===== src/rtl/rng_ob_pkg.sv =====
package rng_ob_pkg;
    typedef enum logic [1:0] {
        OB_EMPTY = 2'd0,
        OB_READY = 2'd1,
        OB_TAINT = 2'd2
    } ob_state_e;
endpackage


===== src/rtl/rng_ob_store.sv =====
module rng_ob_store #(
    parameter int W     = 32,
    parameter int DEPTH = 12,
    localparam int PW   = (DEPTH > 1) ? $clog2(DEPTH) : 1,
    localparam int CW   = $clog2(DEPTH + 1)
) (
    input  logic          clk,
    input  logic          rst_n,
    input  logic          push,
    input  logic          pop,
    input  logic [W-1:0]  din,
    output logic [W-1:0]  head,
    output logic [CW-1:0] count,
    output logic [CW-1:0] count_nxt
);
    logic [W-1:0]  mem [DEPTH];
    logic [PW-1:0] wr_ptr, rd_ptr;

    function automatic logic [PW-1:0] bump(input logic [PW-1:0] p);
        return (p == PW'(DEPTH - 1)) ? '0 : p + PW'(1);
    endfunction

    always_comb count_nxt = count + CW'(push) - CW'(pop);

    always_ff @(posedge clk or negedge rst_n) begin
        if (!rst_n) begin
            wr_ptr <= '0;
            rd_ptr <= '0;
            count  <= '0;
        end else begin
            if (push) wr_ptr <= bump(wr_ptr);
            if (pop)  rd_ptr <= bump(rd_ptr);
            count <= count_nxt;
        end
    end

    always_ff @(posedge clk) begin
        if (push) mem[wr_ptr] <= din;
    end

    assign head = mem[rd_ptr];
endmodule


===== src/rtl/rng_ob_taint.sv =====
module rng_ob_taint #(
    parameter int CW = 4
) (
    input  logic          clk,
    input  logic          rst_n,
    input  logic          seed_err,
    input  logic          pop,
    input  logic [CW-1:0] count,
    output logic [CW-1:0] taint,
    output logic [CW-1:0] taint_nxt
);
    always_comb begin
        if (seed_err)
            taint_nxt = count - CW'(pop);
        else if (pop && taint != '0)
            taint_nxt = taint - CW'(1);
        else
            taint_nxt = taint;
    end

    always_ff @(posedge clk or negedge rst_n) begin
        if (!rst_n) taint <= '0;
        else        taint <= taint_nxt;
    end
endmodule


===== src/rtl/rng_out_buf.sv =====
module rng_out_buf
    import rng_ob_pkg::*;
#(
    parameter int W     = 32,
    parameter int DEPTH = 12,
    localparam int CW   = $clog2(DEPTH + 1)
) (
    input  logic         clk,
    input  logic         rst_n,
    input  logic         enable,
    input  logic         word_valid,
    input  logic [W-1:0] word_in,
    input  logic         rd_strobe,
    input  logic         seed_err,
    output logic [W-1:0] rd_data,
    output logic         data_ready
);
    ob_state_e     state, state_nxt;
    logic [W-1:0]  head;
    logic [CW-1:0] count, count_nxt, taint, taint_nxt;
    logic          push_ok, pop_ok;

    assign pop_ok  = rd_strobe && (count != '0);
    assign push_ok = enable && word_valid && !seed_err && (count != CW'(DEPTH));

    rng_ob_store #(.W(W), .DEPTH(DEPTH)) store_i (
        .clk(clk), .rst_n(rst_n), .push(push_ok), .pop(pop_ok), .din(word_in),
        .head(head), .count(count), .count_nxt(count_nxt)
    );

    rng_ob_taint #(.CW(CW)) taint_i (
        .clk(clk), .rst_n(rst_n), .seed_err(seed_err), .pop(pop_ok),
        .count(count), .taint(taint), .taint_nxt(taint_nxt)
    );

    always_comb begin
        if (count_nxt == '0)      state_nxt = OB_EMPTY;
        else if (taint_nxt != '0) state_nxt = OB_TAINT;
        else                      state_nxt = OB_READY;
    end

    always_ff @(posedge clk or negedge rst_n) begin
        if (!rst_n) state <= OB_EMPTY;
        else        state <= state_nxt;
    end

    always_comb begin
        unique case (state)
            OB_READY: begin data_ready = 1'b1; rd_data = head; end
            OB_TAINT: begin data_ready = 1'b0; rd_data = '0;   end
            default:  begin data_ready = 1'b0; rd_data = '0;   end
        endcase
    end

    AST_NO_OVERFLOW: assert property (@(posedge clk) disable iff (!rst_n)
        count <= CW'(DEPTH));
    AST_NO_FILL_OFF: assert property (@(posedge clk) disable iff (!rst_n)
        !enable |=> count <= $past(count));
    AST_POP_ONE: assert property (@(posedge clk) disable iff (!rst_n)
        (pop_ok && !push_ok) |=> count == $past(count) - CW'(1));
    AST_READY_VALID: assert property (@(posedge clk) disable iff (!rst_n)
        data_ready |-> (count != '0 && taint == '0));
    AST_TAINT_ZERO: assert property (@(posedge clk) disable iff (!rst_n)
        (taint != '0) |-> (rd_data == '0 && !data_ready));
    AST_EMPTY_READ: assert property (@(posedge clk) disable iff (!rst_n)
        (rd_strobe && count == '0 && !push_ok) |=> count == '0);
    AST_TAINT_BOUND: assert property (@(posedge clk) disable iff (!rst_n)
        taint <= count);
endmodule


===== config.mk =====
export PLATFORM = sky130hd
export DESIGN_NAME = rng_out_buf
export DESIGN_NICKNAME = d
export VERILOG_FILES = /design/src/rtl/rng_ob_pkg.sv /design/src/rtl/rng_ob_store.sv /design/src/rtl/rng_ob_taint.sv /design/src/rtl/rng_out_buf.sv
export SDC_FILE = /design/constraint.sdc
export NUM_CORES = 1
export LEC_CHECK = 0
export BUFFER_PORTS_ARGS = -buffer_cell sky130_fd_sc_hd__clkbuf_2
export CAP_MARGIN = 10
export CORE_MARGIN = 5
export CORE_UTILIZATION = 28
export CTS_BUF_LIST = sky130_fd_sc_hd__clkbuf_16
export CTS_CLUSTER_DIAMETER = 80
export DETAILED_ROUTE_END_ITERATION = 8
export GPL_ROUTABILITY_DRIVEN = 0
export PLACE_DENSITY_LB_ADDON = 0.25
export SYNTH_ARGS = -nofsm -noshare
export SYNTH_HDL_FRONTEND = slang
export SYNTH_SLANG_ARGS = --single-unit

===== constraint.sdc =====
create_clock -name clk -period 3.7 [get_ports clk]
set_clock_uncertainty 0.05 [all_clocks]
set_input_delay 0.185 -clock clk [delete_from_list [all_inputs] [get_ports clk]]
set_output_delay 0.185 -clock clk [all_outputs]
set_load 0.1 [all_outputs]

# Word level (Yosys, flattened, before mapping)
# Memories as Yosys holds them, arrays and structs flattened.
# Cells that the tools add are included.
# op_classes
n_addsub	6
n_eq_ne	4
mux	10
n_reduce_logical	10
# ops
op	n
two-way mux 32 bit	1
two-way mux 4 bit	4
nonzero test 4 bit	3
adder 4 x 1 -> 4 bit (second input constant)	2
== test 4 bit (second input constant)	2
subtractor 4 x 1 -> 4 bit	2
logical AND 1 bit	5
adder 4 x 1 -> 4 bit	1
zero test 4 bit	1
two-way mux 2 bit	2
!= test 4 bit (second input constant)	1
subtractor 4 x 1 -> 4 bit (second input constant)	1
two-way mux 1 bit	3
== test 2 x 1 -> 1 bit (second input constant)	1
zero test 1 bit	1
# word_totals
regBits	18
mem_bits_rw	384
wordCells	36
memories	1
# mem_list
name	depth	width	rd	rd_clocked_by_memory_dff	wr	line	text
store_i.mem	12	32	1	0	1	rng_ob_store.sv:16	logic [W-1:0] mem [DEPTH];

# Logic depth before layout (Yosys ltp)
# Gate-level depths: netlist (run 1).
# depth
depth_word	8
ltp_mapped	12

# Cells and area by module
# A second synthesis (run 1) with hierarchy kept.
# hier_totals
hier_cells	876
area_unflattened_um2	16350.7
# by_module_without_submodules
module	instances	cells_each	area_per_inst_um2	seq_area_each_um2
rng_ob_store	1	798	15706.3	11831.3
rng_out_buf	1	46	332.8	50.0
rng_ob_taint	1	32	311.5	100.1

# Worst setup path after synthesis (run 1)
# OpenSTA, ideal clock, no wires.
# synth_timing
path_type	reg-to-reg
start	register store_i.count[2]
end	memory store_i.mem[3][0], enable pin
setup_ns	0.464
t_arrival_ns	3.217
setup_slack_ns	-0.031
path_stages_with_launch	5
n_path_buf	0
synth_period_minus_slack_ns	3.731
cell_sequence	dfrtp_1 ha_1 a211oi_1 nand2_1 nor3_1
# synth_via
elab_chain_len	4
# synth_rtl
element	line	text
start: declaration	rng_ob_store.sv:13	output logic [CW-1:0] count,
start signal: assignment	rng_ob_store.sv:33	count <= count_nxt;
!= test 4 bit	rng_out_buf.sv:24	assign push_ok = enable && word_valid && !seed_err && (count != CW'(DEPTH));
logical AND 1 bit	rng_out_buf.sv:24	
two-way mux 1 bit	rng_ob_store.sv:38	if (push) mem[wr_ptr] <= din;
two-way mux 1 bit (implied by the code)	rng_ob_store.sv:38	
end: declaration	rng_ob_store.sv:16	
# Every way passes these cells.

# Final worst setup path (run 1)
# layout_timing
start	register store_i.rd_ptr[0]
end	output port rd_data[13]
# layout_via
elab_chain_len	2
# layout_rtl
element	line	text
start: declaration	rng_ob_store.sv:17	logic [PW-1:0] wr_ptr, rd_ptr;
start signal: assignment	rng_ob_store.sv:32	if (pop) rd_ptr <= bump(rd_ptr);
memory (12 x 32 bit)	n/a	
two-way mux 32 bit	rng_out_buf.sv:48	unique case (state)
end: declaration	rng_out_buf.sv:15	output logic [W-1:0] rd_data,
# Every way passes these cells.

==> flow_metrics.env, run 1 <==
export IMPL_syn_area_sq_um=15800
export IMPL_wire_per_inst_um=20.8
export IMPL_whs_ns=0.0943
export IMPL_htreeDepth=2
export IMPL_tritoncts="yes"
export IMPL_fmax_mhz=313
export IMPL_path_max_fanout=11
export IMPL_grtUsageTotal_pct=11.9
export IMPL_die_width_um=247
export IMPL_crit_path_end="rd_data[13]"
export IMPL_maxCapViolCount=0
export IMPL_via_per_inst=4.57
export IMPL_gr_total_overflow=0
export IMPL_initial_core_util_pct=28.2
export IMPL_setup_viol=0
export IMPL_worstMarginPinSlew_ns=0.976
export IMPL_cts_root_buffer="clkbuf_16"
export IMPL_cts_resized=0
export IMPL_drt_wl_total_um=36100
export IMPL_synth_common_cells="384 x edfxtp_1, 96 x mux4_2, 72 x nand2_1"
export IMPL_drtAntennaViolNets=0
export IMPL_io_buffers=70
export IMPL_grt_max_degree=40
export IMPL_arrival_ns=2.96
export IMPL_syn_inst=810
export IMPL_nNetsFinal=995
export IMPL_grt_pass1_wl_um=54500
export IMPL_final_util_pct=34.6
export IMPL_layout_cells_non_filler=1731
export IMPL_synth_top_area_cell="edfxtp_1"
export IMPL_setup_tns_ns=0
export IMPL_ff2ff_setup_slack_ns=0.98
export IMPL_drt_iter0_drc=627
export IMPL_crit_path_end_kind="output port"
export IMPL_drtPass1Iterations=5
export IMPL_cp_start_kind="register"
export IMPL_yosysMostFrequentCell="edfxtp_1"
export IMPL_hold_path_class="in2async"
export IMPL_seq_area_frac_synth_pct=75.9
export IMPL_clock_path_buffers=3
export IMPL_die_y_um=247
export IMPL_p_total_mw=13.4
export IMPL_fin_crit_ns=3.20
export IMPL_cts_setup_buffers=0
export IMPL_slew_violations=0
export IMPL_clkSinkCount=402
export IMPL_ir_drop_v=0.000418
export IMPL_cp_startpoint="store_i.rd_ptr[0]"
export IMPL_grt_pass1_vias=8486
export IMPL_synth_nets=863
export IMPL_rr_worst_depth=11
export IMPL_slew_headroom_pct=34.9
export IMPL_reg2reg_to="state[1]"
export IMPL_worstSetupPathType="reg2out"
export IMPL_synth_edff_count=384
export IMPL_hold_viol=0
export IMPL_io_pins=71
export IMPL_required_ns=3.46
export IMPL_status="completed"
export IMPL_ys_seq_elements=402
export IMPL_drive_gt1_share_pct=29.0
export IMPL_synth_area_per_cell_sq_um=19.5
export IMPL_placedCellCount=1617
export IMPL_clk_latency_ns=0.54
export IMPL_post_route_period_util_pct=86.4
export IMPL_synth_ff_type="edfxtp_1"
export IMPL_synth_cell_types=46
export IMPL_drc=0
export IMPL_dieArea_sq_um=61200
export IMPL_synthArstFlopShare_pct=4.48
export IMPL_reg2reg_from="store_i.count[2]"
export IMPL_cts_buffers=45
export IMPL_synth_warnings=0
export IMPL_synth_area_top_cells="edfxtp_1 73%, mux4_2 14%, dfrtp_1 2.9%"
export IMPL_hold_buffers=34
export IMPL_dpl_hpwl_um=20300
export IMPL_area_growth_pct=22.8
export IMPL_path_clk_slew_ns=0.05
export IMPL_netlist_area_leader_share_pct=73.1
export IMPL_rows=87
export IMPL_power_density_nw_per_um2=693
export IMPL_core_area_sq_um=56100
export IMPL_via_count=7906
export IMPL_antenna_found_initial=1
export IMPL_rsz0062_at_grt="false"
export IMPL_p_leak_nw=6.41
## power breakdown
part | leakage, nW | internal, mW | switching (mW)
combinational | 1.97 | 1.58 | 1.82
clock | 0.773 | 2.81 | 1.76
sequential | 3.66 | 5.19 | 0.272
total | 6.41 | 9.58 | 3.86
## flip-flops by register name (all words and copies together) (netlist names)
signal	flops
taint_i.taint	4
store_i.wr_ptr	4
store_i.mem	384
store_i.count	4
store_i.rd_ptr	4
state	2
## through the flow
stage               area (sq um)  setup WS, ns
global placement           17500         0.975
CTS                        19400         0.424
floorplan                  15800         0.776
global route               19400         0.304
detailed placement         17500         0.945
finish                     19400         0.503
## placed cells by master (no fill, tap or decap), drive strengths merged, types with 4 or more instances in the layout
cell type / Yosys / final
dlygate4sd3: 0 / 34
a21oi: 68 / 68
o21ai: 5 / 5
edfxtp: 384 / 384
buf: 17 / 50
and3: 8 / 8
bufinv: 0 / 8
inv: 13 / 21
xnor2: 4 / 4
mux4: 96 / 96
ha: 14 / 14
nor3: 4 / 4
clkinv: 1 / 16
clkbuf: 29 / 93
nor2: 36 / 36
dfrtp: 18 / 18
nor2b: 4 / 4
nand2: 72 / 72
## layer usage
metal / track usage (%) / routed length (um) / vias up
met5: 0 / 0 / -
met4: 3.15 / 635 / 0
met3: 1.85 / 1270 / 42
met2: 18.7 / 16700 / 133
met1: 17.3 / 17400 / 4221
li1: - / - / 3510
## worst min-delay path by stage
| stage | end | slack (ns) | cells past startpoint |
|---|---|---|---|
| 2_1_floorplan | state[0] | -0.16 | 0 |
| 3_3_place_gp | state[1] | 0.13 | 1 |
| 3_5_place_dp | state[1] | 0.13 | 1 |
| 4_1_cts | store_i.rd_ptr[2] | 0.07 | 3 |
| 5_1_grt | store_i.rd_ptr[2] | 0.1 | 3 |
| 6_report | state[0] | 0.09 | 2 |
## critical path, stage by stage, from the launching register on
cell      delay (ns)
dfrtp_4         0.55
buf_4           0.31
mux4_2          0.53
nand2_1         0.09
a21oi_1         0.09
a21oi_1         0.34
nor2_1          0.09
clkbuf_2        0.42
## cells by family after synthesis
family                   count (synthesis)  share of synthesized area, %
flip-flops                             402                          75.9
AND/OR/NAND/NOR                        139                          3.80
multiplexers                           100                          14.0
AO/OA/AOI/OAI                           89                          3.16
buffers and inverters                   60                          1.63
adder cells (fa/ha/maj)                 15                          1.24
XOR/XNOR                                 5                         0.277
## area by class of cell
class	count	area (sq um)
fill	5297	36700
inverter	14	52.6
multi-input combinational	348	3570
antenna	1	2.50
clock buffer	46	1150
sequential	402	12000
tap	756	946
timing repair buffer	131	1300
clock inverter	33	373
No activity file was read; power rests on OpenSTA's default activity.
==> inputs of run 2 (changes only) <==
==> constraint.sdc (replaced) <==
create_clock -name clk -period 4.1 [get_ports clk]
set_clock_uncertainty 0.05 [all_clocks]
set_input_delay 0.205 -clock clk [delete_from_list [all_inputs] [get_ports clk]]
set_output_delay 0.205 -clock clk [all_outputs]
set_load 0.02 [all_outputs]
==> run 2 against run 1 <==
Net effect:
- setup slack gained 0.43 ns
- sequential share of layout area up 1.6 points
- hold slack improved by 0.0082 ns
- count of clock-buffer cells in the layout fell by 2
- non-clock buffer count up 5
- final cell count is 0.46% higher
- critical endpoint is now rd_data[28]
- largest power group unchanged
==> flow_metrics.env, run 2 (synthesis results as in run 1) <==
export IMPL_grtUsageTotal_pct=11.8
export IMPL_slew_violations=0
export IMPL_mostFrequentLayoutCell="edfxtp_1"
export IMPL_arrival_ns=2.92
export IMPL_setup_tns_ns=0
export IMPL_ir_drop_v=0.000278
export IMPL_holdPathEnd="store_i.rd_ptr[2]"
export IMPL_clk_latency_ns=0.55
export IMPL_regArea_sq_um=12000
export IMPL_die_y_um=247
export IMPL_largest_reg_flops=384
export IMPL_via_count=7886
export IMPL_pwr_share_comb_pct=25.1
export IMPL_critPathMaxStageDelay_ns=0.79
export IMPL_io_buffers=70
export IMPL_final_area_sq_um=18900
export IMPL_post_route_period_util_pct=77.3
export IMPL_path_clk_slew_ns=0.06
export IMPL_clkSinkCount=402
export IMPL_cts_buffers=44
export IMPL_worstHoldPathCells=3
export IMPL_power_switching_mw=3.41
export IMPL_rows=87
export IMPL_io_pins=71
export IMPL_grt_max_degree=46
export IMPL_multi_input_area_sq_um=3560
export IMPL_maxCapViolCount=0
export IMPL_cp_slowest_cell="dfrtp_4"
export IMPL_nFillCells=5359
export IMPL_hold_path_class="in2reg"
export IMPL_drt_iter0_drc=493
export IMPL_min_from="rd_strobe"
export IMPL_dpl_cell_area_sq_um=17200
export IMPL_top_register="store_i.mem"
export IMPL_cts_resized=0
export IMPL_die_width_um=247
export IMPL_wire_per_inst_um=20.7
export IMPL_switching_share_pct=29.3
export IMPL_path_max_fanout=29
export IMPL_rsz0062_at_grt="false"
export IMPL_dieArea_sq_um=61200
export IMPL_worstMarginPinSlew_ns=1.00
export IMPL_dpl_hpwl_um=20900
export IMPL_drive_gt1_share_pct=29.2
export IMPL_reg2reg_from="store_i.count[2]"
export IMPL_crit_chain="buf_4 > mux4_2 > nand2_1 > a21oi_1 > a21oi_1 > nor2_1 > clkbuf_2"
export IMPL_tritoncts="yes"
export IMPL_pwr_share_seq_pct=42.5
export IMPL_rr_worst_depth=6
export IMPL_hold_viol=0
export IMPL_reg2reg_to="store_i.mem[4][19]"
export IMPL_power_frac_clock_pct=32.3
export IMPL_drc=0
export IMPL_fmax_mhz=315
export IMPL_clock_path_buffers=3
export IMPL_grt_pass1_vias=8514
export IMPL_htreeDepth=2
export IMPL_p_leak_nw=6.28
export IMPL_worstSetupPathType="reg2out"
export IMPL_drtPass1Iterations=4
export IMPL_antenna_found_initial=3
export IMPL_cts_root_buffer="clkbuf_16"
export IMPL_initial_core_util_pct=28.2
export IMPL_fin_crit_ns=3.17
export IMPL_crit_path_end_kind="output port"
export IMPL_cpMostUsedCell="a21oi_1"
export IMPL_drt_wl_total_um=35900
export IMPL_ff2ff_setup_slack_ns=1.34
export IMPL_via_per_inst=4.53
export IMPL_area_growth_pct=19.7
export IMPL_final_cell_mix="384 x edfxtp_1, 96 x mux4_2, 72 x nand2_1"
export IMPL_slew_headroom_pct=33.3
export IMPL_required_ns=3.85
export IMPL_drtAntennaViolNets=0
export IMPL_core_area_sq_um=56100
export IMPL_nNetsFinal=999
export IMPL_gr_total_overflow=0
export IMPL_power_density_nw_per_um2=616
export IMPL_grt_pass1_wl_um=54400
export IMPL_status="completed"
export IMPL_setup_viol=0
export IMPL_cp_start_kind="register"
export IMPL_intPower_mw=8.23
run 2: cell count changes in the layout (fill, tap and decap cells not counted), sizes merged:
cell / delta
clkinvlp: -1
bufinv: -5
diode: +1
clkinv: +4
buf: -18
inv: +6
clkbuf: +21
run 2: metal layers:
metal | global-route usage, % | share of wire [%]
met1 | 16.2 | 45
met2 | 19.5 | 49
met3 | 2.71 | 4.2
met4 | 2.50 | 1.4
met5 | 0 | 0.019
run 2: timing repair:
item                      4_1_cts  5_1_grt
hold buffers                   34        0
hold endpoints to repair      404        0
buffers inserted                0        0
run 2: power groups by stage:
stage	Sequential [mW]	Clock [mW]	Combinational (mW)
global route	4.99	4.07	3.23
detailed placement	5.05	0	2.98
floorplan	4.82	0	2.29
CTS	4.96	3.88	3.02
global placement	5.04	0	2.99
finish	4.95	3.76	2.93
run 2: final cells by class:
type | instances | area share (%)
diodes | 2 | 0.0265
clock buffers | 44 | 5.83
clock inverters | 37 | 1.47
inverters | 14 | 0.278
multi-input cells | 348 | 18.9
flip-flops and latches | 402 | 63.5
well taps | 756 | 5.01
repair buffers | 136 | 5.06
run 2: worst max-delay path: cells and delay by family, from the launching register on:
family                 cells  cell delay, ns
muxes                      1            0.53
DFF                        1            0.79
and+or+nand+nor            2            0.16
AOI/OAI and AO/OA          2            0.32
buffers and inverters      2            0.57
run 2: how the worst max path moves through the flow:
stage,to,start
6_report,rd_data[28],store_i.rd_ptr[0]
5_1_grt,rd_data[28],store_i.rd_ptr[0]
4_1_cts,rd_data[28],store_i.rd_ptr[0]
3_5_place_dp,store_i.mem[4][21],store_i.count[2]
3_3_place_gp,rd_data[28],store_i.rd_ptr[0]
2_1_floorplan,store_i.mem[3][0],store_i.count[2]
run 2: through the flow:
stage | power [mW] | setup slack (ns) | hold slack, ns | cells | utilization, %
6_report | 11.6 | 0.930 | 0.102 | 1739 | 33.7
5_1_grt | 12.3 | 0.632 | 0.0974 | 1737 | 33.7
4_1_cts | 11.9 | 0.736 | 0.0657 | 1737 | 33.7
3_5_place_dp | 8.03 | 1.31 | 0.169 | 1622 | 30.6
3_3_place_gp | 8.03 | 1.35 | 0.160 | 1622 | 30.6
2_1_floorplan | 7.12 | 0.369 | -0.141 | 810 | -
==> inputs of run 3 (changes only) <==
- clock period: 4.1 -> 2.95 ns (I/O delays scaled with it)
==> run 3 against run 2 <==
Net effect:
- utilization up 0.35 points
- largest cell class unchanged
- non-clock buffer count is 12 higher
- flip-flop and latch count stayed put
- sequential power up 37%
- via count is 0.20% lower
- critical endpoint is now rd_data[4]
- combinational power is 51% higher
- first-iteration DRC count grew 3.0%
- count of clock-buffer cells in the layout is 1 lower
==> flow_metrics.env, run 3 (synthesis results as in run 1) <==
export IMPL_required_ns=2.75
export IMPL_multi_input_area_sq_um=3590
export IMPL_clk_latency_ns=0.55
export IMPL_rr_worst_depth=11
export IMPL_core_area_sq_um=56100
export IMPL_gr_total_overflow=0
export IMPL_reg2reg_from="store_i.count[2]"
export IMPL_initial_core_util_pct=28.2
export IMPL_regArea_sq_um=12000
export IMPL_grt_pass1_wl_um=54800
export IMPL_clock_path_buffers=3
export IMPL_io_buffers=70
export IMPL_hold_viol=0
export IMPL_slew_violations=0
export IMPL_setup_tns_ns=0
export IMPL_final_area_sq_um=19100
export IMPL_dieArea_sq_um=61200
export IMPL_grtUsageTotal_pct=11.8
export IMPL_antenna_found_initial=1
export IMPL_switching_share_pct=29.1
export IMPL_clkSinkCount=402
export IMPL_fin_crit_ns=2.80
export IMPL_dpl_cell_area_sq_um=17400
export IMPL_worstSetupPathType="reg2out"
export IMPL_hold_path_class="in2async"
export IMPL_intPower_mw=11.5
export IMPL_final_util_pct=34.0
export IMPL_htreeDepth=2
export IMPL_ir_drop_v=0.000503
export IMPL_p_leak_nw=6.35
export IMPL_reg2reg_to="state[1]"
export IMPL_fin_ws_ns=0.152
export IMPL_pwr_share_comb_pct=27.3
export IMPL_top_register="store_i.mem"
export IMPL_nNetsFinal=1009
export IMPL_path_clk_slew_ns=0.06
export IMPL_via_count=7870
export IMPL_arrival_ns=2.60
export IMPL_path_max_fanout=37
export IMPL_nFillCells=5341
export IMPL_largest_reg_flops=384
export IMPL_power_density_nw_per_um2=847
export IMPL_power_frac_clock_pct=30.8
export IMPL_grt_pass1_vias=8720
export IMPL_power_switching_mw=4.70
export IMPL_mostFrequentLayoutCell="edfxtp_1"
export IMPL_grt_max_degree=38
export IMPL_final_cell_mix="384 x edfxtp_1, 96 x mux4_2, 72 x nand2_1"
export IMPL_post_route_period_util_pct=94.8
export IMPL_die_width_um=247
export IMPL_worstMarginPinSlew_ns=0.976
export IMPL_status="completed"
export IMPL_area_growth_pct=20.9
export IMPL_setup_viol=0
export IMPL_via_per_inst=4.52
export IMPL_dpl_hpwl_um=21300
export IMPL_maxCapViolCount=0
export IMPL_tritoncts="yes"
export IMPL_fmax_mhz=357
export IMPL_wire_per_inst_um=20.5
export IMPL_drtAntennaViolNets=0
export IMPL_cts_buffers=42
export IMPL_cts_root_buffer="clkbuf_16"
export IMPL_pre_cts_slack_ns=0.322
export IMPL_die_y_um=247
export IMPL_pwr_share_seq_pct=41.9
export IMPL_drt_iter0_drc=508
export IMPL_rsz0062_at_grt="true"
export IMPL_io_pins=71
export IMPL_drive_gt1_share_pct=29.4
export IMPL_ff2ff_setup_slack_ns=0.31
export IMPL_cp_start_kind="register"
export IMPL_slew_headroom_pct=34.9
export IMPL_drtPass1Iterations=5
export IMPL_drc=0
export IMPL_crit_path_end_kind="output port"
export IMPL_rows=87
export IMPL_drt_wl_total_um=35800
-- run 3: cell count changes in the layout (fill, tap and decap cells not counted), sizes merged --
cell	before	now
inv	27	26
dlygate4sd3	34	35
buf	32	44
diode	2	1
clkbuf	114	112
clkinv	20	15
-- run 3: stage by stage --
step / hold slack, ns / std cells / power, mW
floorplan: -0.198 / 810 / 9.89
CTS: 0.0333 / 1742 / 16.5
finish: 0.0464 / 1743 / 16.2
global route: 0.0949 / 1742 / 17.1
global placement: 0.0918 / 1633 / 11.3
detailed placement: 0.0775 / 1633 / 11.3
-- run 3: routing by layer --
layer,track usage [%],vias up,wire length (um)
met3,2.33,57,1460
met1,15.9,4139,16200
met5,0,-,0
met2,19.6,143,17300
met4,3.67,0,806
li1,-,3531,-
-- run 3: layout make-up --
| cell class | instances | area share, % |
|---|---|---|
| clock buffers | 43 | 5.64 |
| repair buffers | 148 | 6.40 |
| inverters | 14 | 0.275 |
| multi-input cells | 348 | 18.8 |
| clock inverters | 31 | 1.11 |
| well taps | 756 | 4.96 |
| diodes | 1 | 0.0131 |
| flip-flops and latches | 402 | 62.8 |
-- run 3: power by group through the flow --
stage               Sequential [mW]  Combinational [mW]  Clock (mW)
floorplan                      6.71                3.19           0
global placement               6.89                4.45           0
detailed placement             6.90                4.44           0
CTS                            6.78                4.52        5.16
global route                   6.81                4.88        5.38
finish                         6.78                4.41        4.98
-- run 3: how the worst max path moves through the flow --
| stage | from | to |
|---|---|---|
| 3_3_place_gp | store_i.count[2] | state[1] |
| 3_5_place_dp | store_i.count[2] | state[0] |
| 6_report | store_i.rd_ptr[0] | rd_data[4] |
| 2_1_floorplan | store_i.count[2] | store_i.mem[3][0] |
| 4_1_cts | store_i.rd_ptr[0] | rd_data[4] |
| 5_1_grt | store_i.rd_ptr[0] | rd_data[25] |
-- run 3: worst max-delay path: stages, from the launching register on --
cell and delay [ns]:
dfrtp_4 0.52, buf_16 0.30, mux4_2 0.54, nand2_1 0.08, a21oi_1 0.09, a21oi_2 0.24, nor2_1 0.06, buf_2 0.20
-- run 3: repair_timing --
action / in CTS / in global routing
setup buffers: 0 / 0
gates resized for setup: 3 / 4
endpoints found under the setup margin: 3 / 8
endpoints found under the hold margin: 406 / 0
hold buffers: 35 / 0
